File: config.mk
export PLATFORM = sky130hd
export DESIGN_NAME = vliw_expander
export DESIGN_NICKNAME = d
export VERILOG_FILES = /design/src/rtl/vexp_pkg.sv /design/src/rtl/vexp_low_pick.sv /design/src/rtl/vexp_slot_write.sv /design/src/rtl/vliw_expander.sv
export SDC_FILE = /design/constraint.sdc
export NUM_CORES = 2
export LEC_CHECK = 0
export BUFFER_PORTS_ARGS = -buffer_cell sky130_fd_sc_hd__buf_2
export CORE_AREA = 2 2 415 417
export CTS_BUF_LIST = sky130_fd_sc_hd__clkbuf_2
export CTS_CLUSTER_DIAMETER = 40
export DETAILED_ROUTE_END_ITERATION = 12
export DIE_AREA = 0 0 417 419
export PLACE_DENSITY_LB_ADDON = 0.08
export SETUP_SLACK_MARGIN = 0.5
export SYNTH_ARGS = -nofsm -noshare
export SYNTH_HDL_FRONTEND = slang
export SYNTH_SLANG_ARGS = --single-unit
File: constraint.sdc
create_clock -name clk -period 2.6 [get_ports clk]
set_clock_uncertainty 0.05 [all_clocks]
set_input_delay 0.52 -clock clk [delete_from_list [all_inputs] [get_ports clk]]
set_output_delay 0.52 -clock clk [all_outputs]
set_load 0.1 [all_outputs]
File: src/rtl/vexp_pkg.sv
package vexp_pkg;

    typedef enum logic [1:0] {
        VX_MASK  = 2'd0,
        VX_FIELD = 2'd1,
        VX_HOLD  = 2'd2
    } vx_state_e;

endpackage

File: src/rtl/vexp_low_pick.sv
// Index of the lowest set bit of a slot-occupancy vector.
module vexp_low_pick #(
    parameter int N  = 32,
    parameter int IW = 5
) (
    input  logic [N-1:0]  vec,
    output logic [IW-1:0] idx
);
    always_comb begin
        idx = '0;
        for (int i = N - 1; i >= 0; i--) begin
            if (vec[i]) idx = IW'(i);
        end
    end
endmodule

File: src/rtl/vexp_slot_write.sv
// Replaces one slot of a wide word with a new field; the other slots pass through.
module vexp_slot_write #(
    parameter int SLOT_W    = 32,
    parameter int NUM_SLOTS = 32,
    parameter int IW        = 5
) (
    input  logic [SLOT_W*NUM_SLOTS-1:0] word_in,
    input  logic [IW-1:0]               idx,
    input  logic [SLOT_W-1:0]           field,
    output logic [SLOT_W*NUM_SLOTS-1:0] word_out
);
    for (genvar s = 0; s < NUM_SLOTS; s++) begin : g_slot
        assign word_out[s*SLOT_W +: SLOT_W] =
            (idx == IW'(s)) ? field : word_in[s*SLOT_W +: SLOT_W];
    end
endmodule

File: src/rtl/vliw_expander.sv
module vliw_expander #(
    parameter int SLOT_W    = 32,
    parameter int NUM_SLOTS = 32
) (
    input  logic                        clk,
    input  logic                        rst,
    input  logic                        in_valid,
    output logic                        in_ready,
    input  logic [SLOT_W-1:0]           in_data,
    output logic                        out_valid,
    input  logic                        out_ready,
    output logic [SLOT_W*NUM_SLOTS-1:0] out_word
);
    import vexp_pkg::*;

    localparam int WORD_W = SLOT_W * NUM_SLOTS;
    localparam int IW     = (NUM_SLOTS > 1) ? $clog2(NUM_SLOTS) : 1;

    typedef struct packed {
        vx_state_e            st;
        logic [NUM_SLOTS-1:0] pend;
        logic [WORD_W-1:0]    word;
    } regs_t;

    regs_t q, d;

    logic [IW-1:0]        slot_idx;
    logic [WORD_W-1:0]    placed_word;
    logic [NUM_SLOTS-1:0] pend_after;
    logic [NUM_SLOTS-1:0] new_mask;
    logic                 fire;

    vexp_low_pick #(.N(NUM_SLOTS), .IW(IW)) pick_i (
        .vec (q.pend),
        .idx (slot_idx)
    );

    vexp_slot_write #(.SLOT_W(SLOT_W), .NUM_SLOTS(NUM_SLOTS), .IW(IW)) place_i (
        .word_in  (q.word),
        .idx      (slot_idx),
        .field    (in_data),
        .word_out (placed_word)
    );

    assign in_ready  = (q.st != VX_HOLD);
    assign out_valid = (q.st == VX_HOLD);
    assign out_word  = q.word;

    always_comb begin
        d          = q;
        fire       = in_valid && in_ready;
        new_mask   = in_data[NUM_SLOTS-1:0];
        pend_after = q.pend & (q.pend - NUM_SLOTS'(1));
        case (q.st)
            VX_MASK: begin
                if (fire) begin
                    d.pend = new_mask;
                    d.word = '0;
                    d.st   = (new_mask == '0) ? VX_HOLD : VX_FIELD;
                end
            end
            VX_FIELD: begin
                if (fire) begin
                    d.word = placed_word;
                    d.pend = pend_after;
                    if (pend_after == '0) d.st = VX_HOLD;
                end
            end
            VX_HOLD: begin
                if (out_ready) d.st = VX_MASK;
            end
            default: d.st = VX_MASK;
        endcase
    end

    always_ff @(posedge clk) begin
        if (rst) begin
            q.st   <= VX_MASK;
            q.pend <= '0;
            q.word <= '0;
        end else begin
            q <= d;
        end
    end
endmodule

## Yosys cells after proc, flatten, opt, wreduce, memory -nomap -nowiden

Cells that the tools add are included.

| cells by class | value |
|---|---|
| equality and inequality tests | 70 |
| muxes and demuxes | 71 |
| reductions and logical operators | 40 |
| add/subtract/negate cells | 1 |
| bitwise logic cells | 1 |

Operator list:

| cell | number |
|---|---|
| $mux W1058 | 2 |
| $pmux W1056 S2 | 1 |
| $mux W32 | 32 |
| $mux W5 | 32 |
| $reduce_and A4 Y1 | 33 |
| $eq A5 B5 Y1 const B | 16 |
| $ne A2 B1 Y1 const B | 33 |
| $logic_not A32 Y1 | 2 |
| $eq A5 B4 Y1 const B | 8 |
| $and A32 B32 Y32 | 1 |
| $sub A32 B1 Y32 const B | 1 |
| $eq A5 B3 Y1 const B | 4 |
| $eq A5 B2 Y1 const B | 2 |
| $ne A2 B2 Y1 const B | 4 |
| $mux W2 | 3 |
| $pmux W2 S3 | 1 |
| $eq A5 B1 Y1 const B | 1 |
| $logic_not A5 Y1 | 1 |
| $reduce_and A3 Y1 | 1 |
| $eq A2 B1 Y1 const B | 1 |
| $eq A2 B2 Y1 const B | 1 |
| $logic_not A2 Y1 | 1 |
| $reduce_bool A2 Y1 | 1 |
| $logic_and A1 B1 Y1 | 1 |

| storage, ports and cells | value |
|---|---|
| output and inout bits | 1,026 |
| register bits after elaboration | 1,058 |
| bits of input ports | 36 |
| word-level logic and storage cells | 217 |

## Longest topological paths before layout

| logic depth | value |
|---|---|
| word-level depth | 36 |
| mapped depth | 13 |
| depth with buffers taken out | 8 |

## Hierarchy

A second synthesis with hierarchy kept.

| unflattened totals | value |
|---|---|
| cells, all modules | 7,180 |
| area, all modules | 58,981.6 um^2 |

By module, submodules not included:

| module | sequential area each (um^2) | times used | area an instance (um^2) | cells an instance |
|---|---|---|---|---|
| vliw_expander | 21,180.3 | 1 | 45,997.9 | 5,849 |
| vexp_slot_write | 0.0 | 1 | 12,618.4 | 1,268 |
| vexp_low_pick | 0.0 | 1 | 365.4 | 63 |

## Worst setup path after synthesis

No wires, ideal clock.

| path | value |
|---|---|
| path kind | register to register |
| start | register q[1029] (netlist name) |
| end | register q, in the netlist out_word[865] |
| library setup time | 0.072 ns |
| buffers on the path | 2 |
| clock period less this slack | 2.771 ns |
| data required time | 2.478 ns |
| cell stages (with the launch flop) | 10 |
| data arrival time | 2.649 ns |
| slack | -0.171 ns |
| cell sequence | dfxtp_1 -> clkbuf_1 -> nor4_4 -> nand4_4 -> a31o_4 -> or3_4 -> or2_4 -> nor4_4 -> buf_6 -> mux2i_1 |

| between the ends | value |
|---|---|
| word-level cells in the longest chain between the ends | 9 |

Ends and longest elaborated chain:

| what | RTL line | source |
|---|---|---|
| start, declared | vliw_expander.sv:25 | `regs_t q, d;` |
| $mux W5 (6 in a row) | vexp_low_pick.sv:12 | `if (vec[i]) idx = IW'(i);` |
| $eq A5 B5 Y1 | vexp_slot_write.sv:14 | `(idx == IW'(s)) ? field : word_in[s*SLOT_W +: SLOT_W];` |
| $ne A2 B1 Y1 (no source line) | -- |  |
| $reduce_and A4 Y1 (no source line) | -- |  |

No other way between the ends.
A chain may end at the register's enable or synchronous reset.

## Final worst setup path

| path | value |
|---|---|
| start | register q[1056] (netlist name) |
| end | output out_valid |

| between the ends | value |
|---|---|
| word-level cells in the longest chain between the ends | 1 |

Ends and longest elaborated chain:

| what | RTL line | source |
|---|---|---|
| $eq A2 B2 Y1 | vliw_expander.sv:46 | `assign out_valid = (q.st == VX_HOLD);` |
| end, declared | vliw_expander.sv:10 | `output logic out_valid,` |

No other way between the ends.

==> flow_summary_export.csv <==
group,metric,value,unit
status,status,"complete, but fails checks",
status,violations,"setup timing",
global_routing,grt_max_degree,89,
detailed_routing,dr.first_iter.drc_count,1865,
synthesis,yosysTopAreaCell,"dfxtp_1",
timing,tightest_slew,1.23,ns
global_routing,grt_pass1_wl,272,mm
clock_tree,path_clk_slew,0.09,ns
critical_path,cp.arrival,2.46,ns
critical_path,r2r-end,"out_word[763]",
synthesis,yosysTopAreaCellShare,0.473,
worst_hold_path,hp-class,"input pin to flop",
floorplan,die_height,419,um
synthesis,ys.flop_type,"dfxtp_1",
detailed_routing,routed-via-count,35691,
critical_path,rr_worst_depth,10,
critical_path,r2r_slack,-0.36,ns
timing,max_freq,0.330,GHz
global_routing,grt_antenna_before_repair,18,
timing,min_period,3.03,ns
timing,hold_violations,0,
clock_tree,cts.sinks,1058,
synthesis,synth_area_leaders,"dfxtp_1 47%, buf_4 17%, mux2i_1 11%",
global_routing,global_route.peak_usage_layer,"met2",
power_and_ir_drop,powerDensity,493,mW/mm^2
global_routing,grt_pass1_vias,34745,
synthesis,ys_seq_area_frac,0.473,
critical_path,r2r-start,"q[1055]",
critical_path,required,2.03,ns
layout,seqCellArea,0.0227,sq mm
layout,final_nets,5445,
clock_tree,clk_latency,1.80,ns
placed_design,port_buffers,1061,
timing,setup_slack,-0.429,ns
power_and_ir_drop,ir_worst_vdd,0.443,mV
clock_tree,clock_path_buffers,4,
layout,stdcell_count,7834,
clock_tree,htree_levels,5,
timing,drv_slew,0,
critical_path,worstSetupPathType,"flop to primary output",
worst_hold_path,min_path_cells,5,
flow_run,max-cap-violations,0,
timing,rsz0062_at_grt,"true",
timing,setup_viol,1999,
critical_path,cp-end-kind,"primary output",
synthesis,yosysWarnings,0,
critical_path,worstPathMaxFanout,3,
synthesis,syn-instance-count,4899,
floorplan,dieArea,0.175,sq mm
power_and_ir_drop,leakage,27.6,nW
floorplan,io_pins,1062,
floorplan,num_rows,152,
placed_design,hpwl,131,mm
detailed_routing,drc,0,
floorplan,core,0.171,sq mm
placed_design,dp_slack,-0.412,ns
placed_design,placed_cells,7083,
layout,n_fill_cell,16574,
detailed_routing,vias_per_cell,4.56,
synthesis,synth-seq-cells,1058,
floorplan,fp.dieW,417,um
global_routing,grt.total_usage,0.217,
timing,fin_crit_sh,1.17,
global_routing,use_met2,0.376,
synthesis,synthesis.area,0.0448,sq mm
layout,area_delta_synth_final,57.3,%
detailed_routing,wl_per_cell,26.8,um
global_routing,met3_usage,0.0706,
detailed_routing,wl,210,mm
clock_tree,numCtsBuffers,335,
clock_tree,root_buffer,"clkbuf_2",
layout,post-route-util,0.413,
global_routing,grt-ovfl-total,0,
floorplan,start_util,0.263,
timing,slew_headroom,0.182,
global_routing,grtUsageMet1,0.246,
synthesis,avgSynthCellArea,9.15,sq um
layout,multiInputGateArea,0.0151,sq mm
layout,layout-drive-gt1-share,0.570,
synthesis,synth.distinct_cells,67,
synthesis,synth-async-reset-ratio,0,
critical_path,worst_setup_path_start_kind,"flop",
synthesis,syn-num-nets,4935,
synthesis,synth-edff-count,0,
placed_design,gp_congestion,0.793,
timing,fin_setup_tns,-439.45,ns
detailed_routing,first_pass_iters,5,
worst_hold_path,min_from,"in_data[22]",
detailed_routing,drtAntennaViolNets,0,
worst_hold_path,hold_end,"q[1046]",
clock_tree,cts_tree,"done",
## layout make-up
cell class | instances | area share
repair buffers | 1599 | 0.388
flip-flops and latches | 1058 | 0.321
multi-input cells | 2404 | 0.213
well taps | 2233 | 0.0396
clock buffers | 452 | 0.0321
clock inverters | 72 | 0.00479
inverters | 11 | 0.000656
diodes | 5 | 0.000177
## worst max-delay path by stage
stage / start / end / depth (start not counted)
final: q[1056] / out_valid / 4
after floorplan: q[1027] / out_word[865] / 8
after global placement: q[1053] / out_word[858] / 11
after detailed placement: q[1054] / out_word[672] / 12
after global routing: q[1056] / out_valid / 4
after CTS: q[1056] / out_valid / 4
## synthesized netlist by cell type, types with 6 or more instances
| library cell | count |
|---|---|
| dfxtp_1 | 1058 |
| clkbuf_1 | 295 |
| buf_1 | 45 |
| o21ai_0 | 492 |
| buf_6 | 15 |
| a21oi_1 | 24 |
| o21ai_1 | 77 |
| a211oi_1 | 6 |
| inv_1 | 11 |
| nor4_4 | 6 |
| nor4_1 | 12 |
| buf_2 | 39 |
| o211ai_1 | 9 |
| nor2_1 | 51 |
| nand2_1 | 564 |
| a22oi_1 | 26 |
| or3_1 | 6 |
| buf_4 | 1032 |
| mux2i_1 | 480 |
| nor3_1 | 14 |
| nand3_1 | 553 |
## sequential cells by signal, summed over array words and instances (netlist names)
signal    count
out_word   1024
q            34
## timing repair
action                                   CTS  global route
pin swaps                                  1            87
setup buffers                              8            65
hold buffers                             102             0
hold endpoints to repair                1058             0
endpoints found under the setup margin  2065          2071
resized for setup                       4389          1074
cloned                                     0            47
## per-stage QoR
stage | hold slack (ns) | power (mW) | instance area, sq um
after floorplan | 0.385 | 19.4 | 45000
after global placement | 0.389 | 21.6 | 47600
after detailed placement | 0.393 | 21.6 | 47600
after CTS | 0.0000304 | 34.8 | 65400
after global routing | 0.133 | 36.6 | 70500
final | 0.372 | 34.7 | 70500
## cells by family (layout without fill, tap and decap cells)
| family | after synthesis | after routing | synth area share |
|---|---|---|---|
| other | 0 | 5 | 0 |
| buffers and inverters | 1437 | 2134 | 0.210 |
| multiplexers | 480 | 480 | 0.107 |
| AO/OA/AOI/OAI | 674 | 674 | 0.0813 |
| flip-flops | 1058 | 1058 | 0.473 |
| AND/OR/NAND/NOR | 1250 | 1250 | 0.129 |
## power breakdown
part | switching, mW | internal, mW
logic | 3.57 | 2.21
registers | 0.159 | 16.3
clock network | 7.74 | 4.81
total | 11.5 | 23.3
## critical path, cell delays in order, from the launching register on
cell	delay [ns]
dfxtp_4	0.36
inv_4	0.07
nand2_4	0.08
inv_4	0.06
buf_12	0.16
## placed cells by master (no fill, tap or decap), drive strengths merged, types with 26 or more instances in the layout
| master | n |
|---|---|
| dfxtp | 1058 |
| mux2i | 480 |
| o21ai | 569 |
| a22oi | 26 |
| clkbuf | 488 |
| nand3 | 553 |
| dlygate4sd3 | 102 |
| nor2 | 52 |
| clkinv | 65 |
| buf | 1461 |
| nand2 | 564 |
## per-layer routing
metal,part of all wire,routed length [um],up-vias
li1,-,-,16601
met1,0.39,81300,17548
met2,0.51,106000,1216
met3,0.068,14200,326
met4,0.037,7770,0
met5,0,0,-
No activity file was read; power rests on OpenSTA's default activity.
